==> src/rtl/ea_gen.sv <==
module ea_gen #(
  parameter int AW = 32,
  parameter int SW = 8
) (
  input  logic          clk,
  input  logic          rst_n,
  input  logic          req,
  input  logic [2:0]    mode,
  input  logic [AW-1:0] base_val,
  input  logic [AW-1:0] index_val,
  input  logic [1:0]    scale_code,
  input  logic          disp_wide,
  input  logic [AW-1:0] disp,
  output logic [AW-1:0] addr_out,
  output logic          addr_vld
);

  localparam int EXT = AW - SW;

  localparam logic [2:0] M_DIRECT   = 3'd0;
  localparam logic [2:0] M_REG_IND  = 3'd1;
  localparam logic [2:0] M_BASE_D   = 3'd2;
  localparam logic [2:0] M_IDX_D    = 3'd3;
  localparam logic [2:0] M_BASE_IDX = 3'd4;

  logic [AW-1:0] disp_ext;
  logic [AW-1:0] idx_scaled;
  logic          use_base, use_idx, use_disp;
  logic [AW-1:0] op_base, op_idx, op_disp;
  logic [AW-1:0] ea_next;

  assign disp_ext   = disp_wide ? disp : {{EXT{disp[SW-1]}}, disp[SW-1:0]};
  assign idx_scaled = index_val << scale_code;

  assign use_base = (mode != M_DIRECT) && (mode != M_IDX_D);
  assign use_idx  = (mode >= M_IDX_D);
  assign use_disp = (mode != M_REG_IND) && (mode != M_BASE_IDX);

  assign op_base = use_base ? base_val   : '0;
  assign op_idx  = use_idx  ? idx_scaled : '0;
  assign op_disp = use_disp ? disp_ext   : '0;

  assign ea_next = op_base + op_idx + op_disp;

  always_ff @(posedge clk) begin
    if (!rst_n) begin
      addr_out <= '0;
      addr_vld <= 1'b0;
    end else begin
      addr_vld <= req;
      if (req) addr_out <= ea_next;
    end
  end

  a_r1_reset_clear: assert property (@(posedge clk)
    !rst_n |=> (addr_out == '0 && !addr_vld));

  a_r2_vld_follows_req: assert property (@(posedge clk) disable iff (!rst_n)
    req |=> addr_vld);

  a_r2_vld_idle_low: assert property (@(posedge clk) disable iff (!rst_n)
    !req |=> !addr_vld);

  a_r3_hold: assert property (@(posedge clk) disable iff (!rst_n)
    !req |=> $stable(addr_out));

  a_r4_direct_wide: assert property (@(posedge clk) disable iff (!rst_n)
    (req && mode == M_DIRECT && disp_wide) |=> addr_out == $past(disp));

  a_r5_reg_indirect: assert property (@(posedge clk) disable iff (!rst_n)
    (req && mode == M_REG_IND) |=> addr_out == $past(base_val));

  a_r11_short_sign: assert property (@(posedge clk) disable iff (!rst_n)
    (req && mode == M_DIRECT && !disp_wide) |=>
      (addr_out[AW-1:SW] == {EXT{$past(disp[SW-1])}} &&
       addr_out[SW-1:0] == $past(disp[SW-1:0])));

endmodule

==> config.mk <==
export PLATFORM = sky130hd
export DESIGN_NAME = ea_gen
export DESIGN_NICKNAME = d
export VERILOG_FILES = /design/src/rtl/ea_gen.sv
export SDC_FILE = /design/constraint.sdc
export NUM_CORES = 1
export LEC_CHECK = 0
export BUFFER_PORTS_ARGS = -buffer_cell sky130_fd_sc_hd__buf_4
export CAP_MARGIN = 20
export CORE_UTILIZATION = 49
export DETAILED_ROUTE_END_ITERATION = 6
export GPL_ROUTABILITY_DRIVEN = 0
export PLACE_DENSITY = 0.79
export SYNTH_ARGS = -nofsm -noshare
export SYNTH_HDL_FRONTEND = slang
export SYNTH_SLANG_ARGS = --single-unit
export TNS_END_PERCENT = 100
==> constraint.sdc <==
create_clock -name clk -period 4.1 [get_ports clk]
set_input_delay 0.41 -clock clk [delete_from_list [all_inputs] [get_ports clk]]
set_output_delay 0.41 -clock clk [all_outputs]
set_load 0.005 [all_outputs]
==> out/metrics.cfg, run 1 <==
[die]
io_pins = 138
fp.dieArea_um2 = 10500
initial_utilization_pct = 50.7
die_y_um = 103
dieWidth_um = 103
row_count = 36
core-area_um2 = 9770

[finish]
fillCellCount = 815
mostFrequentLayoutCell = nand2_1
final_cell_mix = 163 x nand2_1, 158 x buf_4, 64 x inv_1
n_antenna_cell = 0
final_cell_area_um2 = 6250
drive_gt1_share_pct = 26.2
area_growth_pct = 26.2
nets = 928

[synthesis]
async_reset_ff_share_pct = 0
syn_inst = 633
ys_seq_elements = 33
ys_warn_count = 0
postSynthNetCount = 800
synth_cell_types = 53
synth_flop_cell = dfxtp_1
synth_edf_count = 0
syn_area_per_cell_um2 = 7.83
syn-cell-area_um2 = 4950
seq_area_frac_synth_pct = 13.3

[power_and_ir_drop]
totalPowerFinal_mw = 2.19
seqPwrFrac_pct = 20.2
ir_worst_vdd_mv = 0.154
p_comb_share_pct = 69.4
pwr-share-clk_pct = 10.4
intPower_mw = 1.24
pwr_density_cell_nw_per_um2 = 351
sw_frac_of_total_pct = 43.6
p_sw_uw = 956
leakage_nw = 3.19

[timing]
relSlewSlack_pct = 46.3
fin_crit_ns = 3.76
hold_viol = 0
clock_skew_ns = 0
setup_violations = 0
tightest_slew_ns = 0.803
fin_crit_sh_pct = 91.7
finalWorstSetupSlack_ns = 0.342
grt_setup_unrepaired = false
max_freq_mhz = 266
slew_violations = 0
tns_ns = 0

[critical_path]
required_ns = 4.27
crit_type = primary input to register
worst-r2r-cell-count = 2
critPathLaunchType = primary input
arrival_ns = 3.93
cp_max_fo = 17
crit_path_end_kind = register

[place]
place_ws_ns = 0.0875
hpwl_mm = 11.0
io_buffers = 137
place_area_um2 = 6170

[global_route]
track_usage_pct = 24.9
antenna_found_initial = 0
grt_pass1_wl_mm = 20.6
grt_pass1_vias = 4400
grt-ovfl-total = 0
grt_max_degree = 28

[detailed_routing]
ant_nets = 0
via_per_inst = 5.36
wl_per_cell_um = 14.3
wl_mm = 12.8
drtIter0Drc = 197
vias = 4797
drc = 0
first_pass_iters = 5

[min_path]
hold_class = register to register
min_path_cells = 2

[clocking]
root_buffer = clkbuf_8
post_cts_buffers = 0
worstSkewPairLatency_ns = 0.28
cts_resized = 0
hold_buffers = 0
cts_made_buffers = 5
cts_tree = built
clk_path_buf_depth = 2
htreeDepth = 2
cts_sinks = 33
path_clk_slew_ns = 0.06

[outcome]
status = finished, final reports clean

[job]
drv_cap = 0

==> path summary, 6_finish.rpt <==
| path | slack (ns) | to | start |
|---|---|---|---|
| setup / recovery | 0.34 | addr_out[30] | scale_code[0] |
| hold / removal | 0.45 | addr_out[27] | addr_out[27] |
| setup reg to reg | 3.47 | addr_out[7] | addr_out[7] |
| hold reg to reg | 0.45 | addr_out[27] | addr_out[27] |
==> routing by layer <==
| layer | GRT usage (%) | vias up | wire [um] | share of wire, % |
|---|---|---|---|---|
| met1 | 36.5 | 2180 | 6070 | 47 |
| met4 | 7.69 | 0 | 204 | 1.6 |
| met3 | 1.90 | 18 | 756 | 5.9 |
| met2 | 39.0 | 196 | 5780 | 45 |
| met5 | 0 | - | 0 | 0 |
| li1 | - | 2403 | - | - |
==> critical path, cell delays in order <==
cell      delay [ns]
buf_4           0.15
buf_4           0.32
mux4_2          0.54
nand2_1         0.11
fa_1            0.43
inv_1           0.08
ha_1            0.29
a21oi_1         0.24
o21ai_0         0.16
a21boi_0        0.21
o21ai_0         0.12
a41oi_2         0.24
nor3_1          0.09
or3_1           0.31
a32o_1          0.24
==> flip-flops by register name, indices dropped and copies added, names as in the netlist <==
name      cells
addr_vld      1
addr_out     32
==> power by group through the flow <==
stage,logic (mW),clock network [mW],registers [mW]
2_1_floorplan,1.00,0,0.451
4_1_cts,1.51,0.233,0.444
3_3_place_gp,1.47,0,0.447
5_1_grt,1.71,0.247,0.454
3_5_place_dp,1.51,0,0.451
6_report,1.52,0.227,0.443
==> metrics by stage <==
step / std cells / hold slack (ns) / util (%)
6_report: 895 / 0.449 / 64.0
5_1_grt: 895 / 0.466 / 64.0
4_1_cts: 895 / 0.448 / 64.0
3_5_place_dp: 887 / 0.441 / 63.2
3_3_place_gp: 887 / 0.437 / 63.2
2_1_floorplan: 633 / 0.442 / -
==> cells by family after synthesis <==
logic type	count (synthesis)	share of synthesized area [%]
muxes	40	15.2
and+or+nand+nor	242	21.9
xor gates and xnor gates	31	5.48
adders and majority gates	62	20.5
AOI/OAI and AO/OA	124	15.9
DFF	33	13.3
buffers and inverters	101	7.65
==> Yosys cell counts, types with 7 or more instances <==
cell / n / area, um^2
nor2b_1: 15 / 93.8
a21o_1: 15 / 113
nand3_1: 8 / 40.0
o21ai_0: 39 / 195
inv_1: 64 / 240
ha_1: 30 / 375
clkbuf_1: 34 / 128
xor2_1: 12 / 105
nor3_1: 7 / 35.0
fa_1: 32 / 641
xnor2_1: 19 / 166
and2_1: 7 / 43.8
mux2i_1: 12 / 120
nor2_1: 11 / 41.3
dfxtp_1: 33 / 661
nand2_1: 163 / 612
mux4_2: 28 / 631
a21oi_1: 36 / 180
==> cell type report <==
class / instances / area, um^2 / area share (%)
Clock buffer: 8 / 80.1 / 1.28
Inverter: 64 / 240 / 3.84
Multi-Input combinational cell: 499 / 3920 / 62.7
Sequential cell: 33 / 661 / 10.6
Tap cell: 133 / 166 / 2.66
Timing Repair Buffer: 158 / 1190 / 19.0
No activity file was read; power rests on OpenSTA's default activity.
==> run 2: changes to the inputs <==
ABC_AREA = 1   (was unset)
CORE_UTILIZATION = 51   (was 49)
PLACE_DENSITY = 0.8   (was 0.79)
==> run 2 against run 1 <==
  * Via count is 32% higher
  * Cell count is 43% higher
  * Fmax up 11%
  * Core utilization decreased by 0.46 points
  * Non-clock buffer count decreased by 17
  * Combinational power grew 4%
  * Sequential power fell by 7.2%
  * Routed wire length increased by 22%
  * Flip-flop and latch count unchanged
  * Clock skew stayed put
  * Largest power group unchanged
  * Critical path type unchanged
  * Count of clock-buffer cells in the layout shrank 3
==> out/metrics.cfg, run 2 <==
[timing]
hold_viol = 0  ; unchanged
tns_ns = 0  ; unchanged
max_freq_mhz = 297  ; was 266 MHz
fin_crit_sh_pct = 82.2  ; was 91.7%
slew_violations = 0  ; unchanged
relSlewSlack_pct = 61.3  ; was 46.3%
clock_skew_ns = 0  ; unchanged
tightest_slew_ns = 0.577  ; was 0.803 ns
setup_violations = 0  ; unchanged
fin_crit_ns = 3.37  ; was 3.76 ns
grt_setup_unrepaired = false  ; unchanged

[synthesis]
syn_area_per_cell_um2 = 5.59  ; was 7.83 um^2
ys_warn_count = 0  ; unchanged
synth-simple-area-share_pct = 43.2  ; was 21.9%
synth_top_area_share_pct = 24.8  ; was 13.3%
synth_cell_types = 33  ; was 53
synth_fa_ha_area_share_pct = 17.8  ; was 20.5%
synth_area_leaders = nand2_1 25%, inv_1 13%, dfxtp_1 12%  ; was dfxtp_1 13%, fa_1 13%, mux4_2 13%
syn_inst = 1019  ; was 633
synthXorXnorAreaFrac_pct = 2.15  ; was 5.48%
netlist_top_cells_count = 376 x nand2_1, 194 x inv_1, 99 x nor2_1, 82 x nand3_1, 33 x dfxtp_1  ; was 163 x nand2_1, 64 x inv_1, 39 x o21ai_0, 36 x a21oi_1, 34 x clkbuf_1
synth_most_common_cell = nand2_1  ; unchanged
synth_top_area_cell = nand2_1  ; was dfxtp_1
synth_flop_cell = dfxtp_1  ; unchanged
yosys-mux-area-fraction_pct = 3.87  ; was 15.2%
synth_edf_count = 0  ; unchanged
synth_compound_area_share_pct = 5.93  ; was 15.9%
async_reset_ff_share_pct = 0  ; unchanged
synth_top_family_by_area = simple AND/OR/NAND/NOR gates  ; unchanged
ys_seq_elements = 33  ; unchanged
syn-cell-area_um2 = 5690  ; was 4950 um^2
seq_area_frac_synth_pct = 11.6  ; was 13.3%
postSynthNetCount = 1186  ; was 800

[place]
hpwl_mm = 13.3  ; was 11.0 mm
io_buffers = 137  ; unchanged

[detailed_routing]
drc = 0  ; unchanged
wl_mm = 15.6  ; was 12.8 mm
vias = 6345  ; was 4,797
drtIter0Drc = 383  ; was 197
via_per_inst = 4.97  ; was 5.36
first_pass_iters = 5  ; unchanged
ant_nets = 0  ; unchanged
wl_per_cell_um = 12.2  ; was 14.3 um

[critical_path]
worst-r2r-cell-count = 4  ; was 2
cpMaxStageDelayCell = fa_1  ; was mux4_2
critPathLaunchType = primary input  ; unchanged
reg2reg_from = addr_out[9]  ; was addr_out[7]
critPathTopFamily = adder cells  ; was compound AO/OA/AOI/OAI gates
reg2reg_slack_ns = 3.36  ; was 3.47 ns
cpPeakStageDelay_ns = 0.56  ; was 0.54 ns
crit_type = primary input to register  ; unchanged
required_ns = 4.28  ; was 4.27 ns
cp.buffers_inverters = 5  ; was 3
crit_path_end_kind = register  ; unchanged
crit_top_cell = nand3_1
cp_max_fo = 28  ; was 17
path_cells = buf_4 > inv_1 > nand3_1 > nand2_2 > inv_2 > nand2_1 > fa_1 > inv_1 > ha_1 > fa_1 > nand3_1 > nand3_1 > nand2_1 > nand3_1 > xor2_1 > o21ai_0 > inv_1  ; was buf_4 > buf_4 > mux4_2 > nand2_1 > fa_1 > inv_1 > ha_1 > a21oi_1 > o21ai_0 > a21boi_0 > o21ai_0 > a41oi_2 > nor3_1 > or3_1 > a32o_1
reg2reg_to = addr_out[9]  ; was addr_out[7]
arrival_ns = 3.56  ; was 3.93 ns

[die]
core-area_um2 = 10800  ; was 9770 um^2
fp.dieArea_um2 = 11600  ; was 10,500 um^2
initial_utilization_pct = 52.5  ; was 50.7%
row_count = 38  ; was 36
dieWidth_um = 108  ; was 103 um
io_pins = 138  ; unchanged
die_y_um = 108  ; was 103 um

[power_and_ir_drop]
pwr_density_cell_nw_per_um2 = 325  ; was 351 nW/um^2
ir_worst_vdd_mv = 0.261  ; was 0.154 mV
leakage_nw = 4.30  ; was 3.19 nW

[min_path]
min_to = addr_out[1]  ; was addr_out[27]
hold_class = primary input to register  ; was register to register
min_from = rst_n  ; was addr_out[27]
min_path_cells = 3  ; was 2

[global_route]
grt_pass1_wl_mm = 26.1  ; was 20.6 mm
grt_max_degree = 47  ; was 28
track_usage_pct = 28.3  ; was 24.9%
grt_pass1_vias = 5777  ; was 4,400
grt-ovfl-total = 0  ; unchanged
antenna_found_initial = 0  ; unchanged

[job]
drv_cap = 0  ; unchanged

[clocking]
htreeDepth = 2  ; unchanged
post_cts_buffers = 0  ; unchanged
worstSkewPairLatency_ns = 0.30  ; was 0.28 ns
cts_made_buffers = 5  ; unchanged
cts_sinks = 33  ; unchanged
root_buffer = clkbuf_8  ; unchanged
cts_tree = built  ; unchanged
clk_path_buf_depth = 2  ; unchanged
path_clk_slew_ns = 0.08  ; was 0.06 ns
cts_resized = 0  ; unchanged
hold_buffers = 0  ; unchanged

[finish]
largest_reg_flops = 32  ; unchanged
reg.largest.list = addr_out: 32 flops, addr_vld: 1 flops  ; unchanged
mostFrequentLayoutCell = nand2_1  ; unchanged
final_core_util_pct = 63.5  ; was 64.0%
area_growth_pct = 20.9  ; was 26.2%
final_cell_mix = 376 x nand2_1, 194 x inv_1, 141 x buf_4  ; was 163 x nand2_1, 158 x buf_4, 64 x inv_1
nets = 1303  ; was 928
n_antenna_cell = 0  ; unchanged
drive_gt1_share_pct = 15.9  ; was 26.2%
fillCellCount = 1103  ; was 815
largest-register = addr_out  ; unchanged

[outcome]
status = finished, final reports clean  ; unchanged

## run 2: cell types whose count changed after synthesis, moves of 8 or more
cell / previous run / this run
a21oi_1: 36 / 22
inv_1: 64 / 194
nand2_2: 0 / 11
nand2_1: 163 / 376
a21o_1: 15 / 2
nor2_1: 11 / 99
xnor2_1: 19 / 7
o21ai_0: 39 / 29
mux4_2: 28 / 0
clkbuf_1: 34 / 16
nor2b_1: 15 / 0
nand3_1: 8 / 82
nor2_2: 0 / 8
mux2i_1: 12 / 22
## run 2: stage by stage
| step | area, um^2 | hold WS, ns | power, mW | cells | setup slack (ns) |
|---|---|---|---|---|---|
| after detailed placement | 6800 | 0.479 | 1.98 | 1269 | 0.456 |
| after global routing | 6890 | 0.458 | 2.47 | 1277 | 0.467 |
| after global placement | 6800 | 0.470 | 1.95 | 1269 | 0.565 |
| after CTS | 6890 | 0.448 | 2.23 | 1277 | 0.765 |
| final | 6890 | 0.449 | 2.24 | 1277 | 0.728 |
| after floorplan | 5690 | 0.475 | 1.51 | 1019 | 0.899 |
## run 2: cell families (layout without fill, tap and decap cells)
logic type	Yosys count	after routing
adders and majority gates	62	62
muxes	22	22
AOI/OAI and AO/OA	62	62
and+or+nand+nor	596	596
xor gates and xnor gates	14	14
DFF	33	33
buffers and inverters	230	348
## run 2: cell type report
class                   instances  area, um^2  share of cell area (%)
multi-input cells             756        4160                    60.4
repair buffers                141        1060                    15.4
inverters                     199         747                    10.8
flip-flops and latches         33         661                    9.59
well taps                     140         175                    2.54
clock buffers                   5        68.8                   0.999
clock inverters                 3        17.5                   0.254
## run 2: per-layer routing
| layer | track usage [%] | up-vias | wire, um | part of all wire [%] |
|---|---|---|---|---|
| met1 | 39.0 | 2751 | 7200 | 46 |
| met2 | 46.7 | 271 | 6850 | 44 |
| met3 | 2.18 | 25 | 1220 | 7.8 |
| met4 | 8.61 | 0 | 371 | 2.4 |
| met5 | 0 | - | 0 | 0 |
| li1 | - | 3298 | - | - |
## run 2: tightest hold or removal path, stage by stage
cell,delay [ns]
buf_4,0.17
o21ai_0,0.09
nor2_1,0.04
## run 2: worst max path at each step
| stage | start | to | slack, ns | depth (start not counted) |
|---|---|---|---|---|
| after floorplan | mode[2] | addr_out[25] | 0.90 | 20 |
| after global placement | scale_code[1] | addr_out[31] | 0.57 | 18 |
| after detailed placement | mode[2] | addr_out[25] | 0.46 | 20 |
| after CTS | mode[2] | addr_out[25] | 0.76 | 20 |
| after global routing | mode[2] | addr_out[25] | 0.47 | 20 |
| final | mode[2] | addr_out[9] | 0.73 | 17 |
## run 2: report_power, final
group | internal [mW] | leakage [nW] | switching, mW
registers | 0.380 | 0.274 | 0.0312
clock network | 0.117 | 0.0439 | 0.129
logic | 0.613 | 3.99 | 0.969
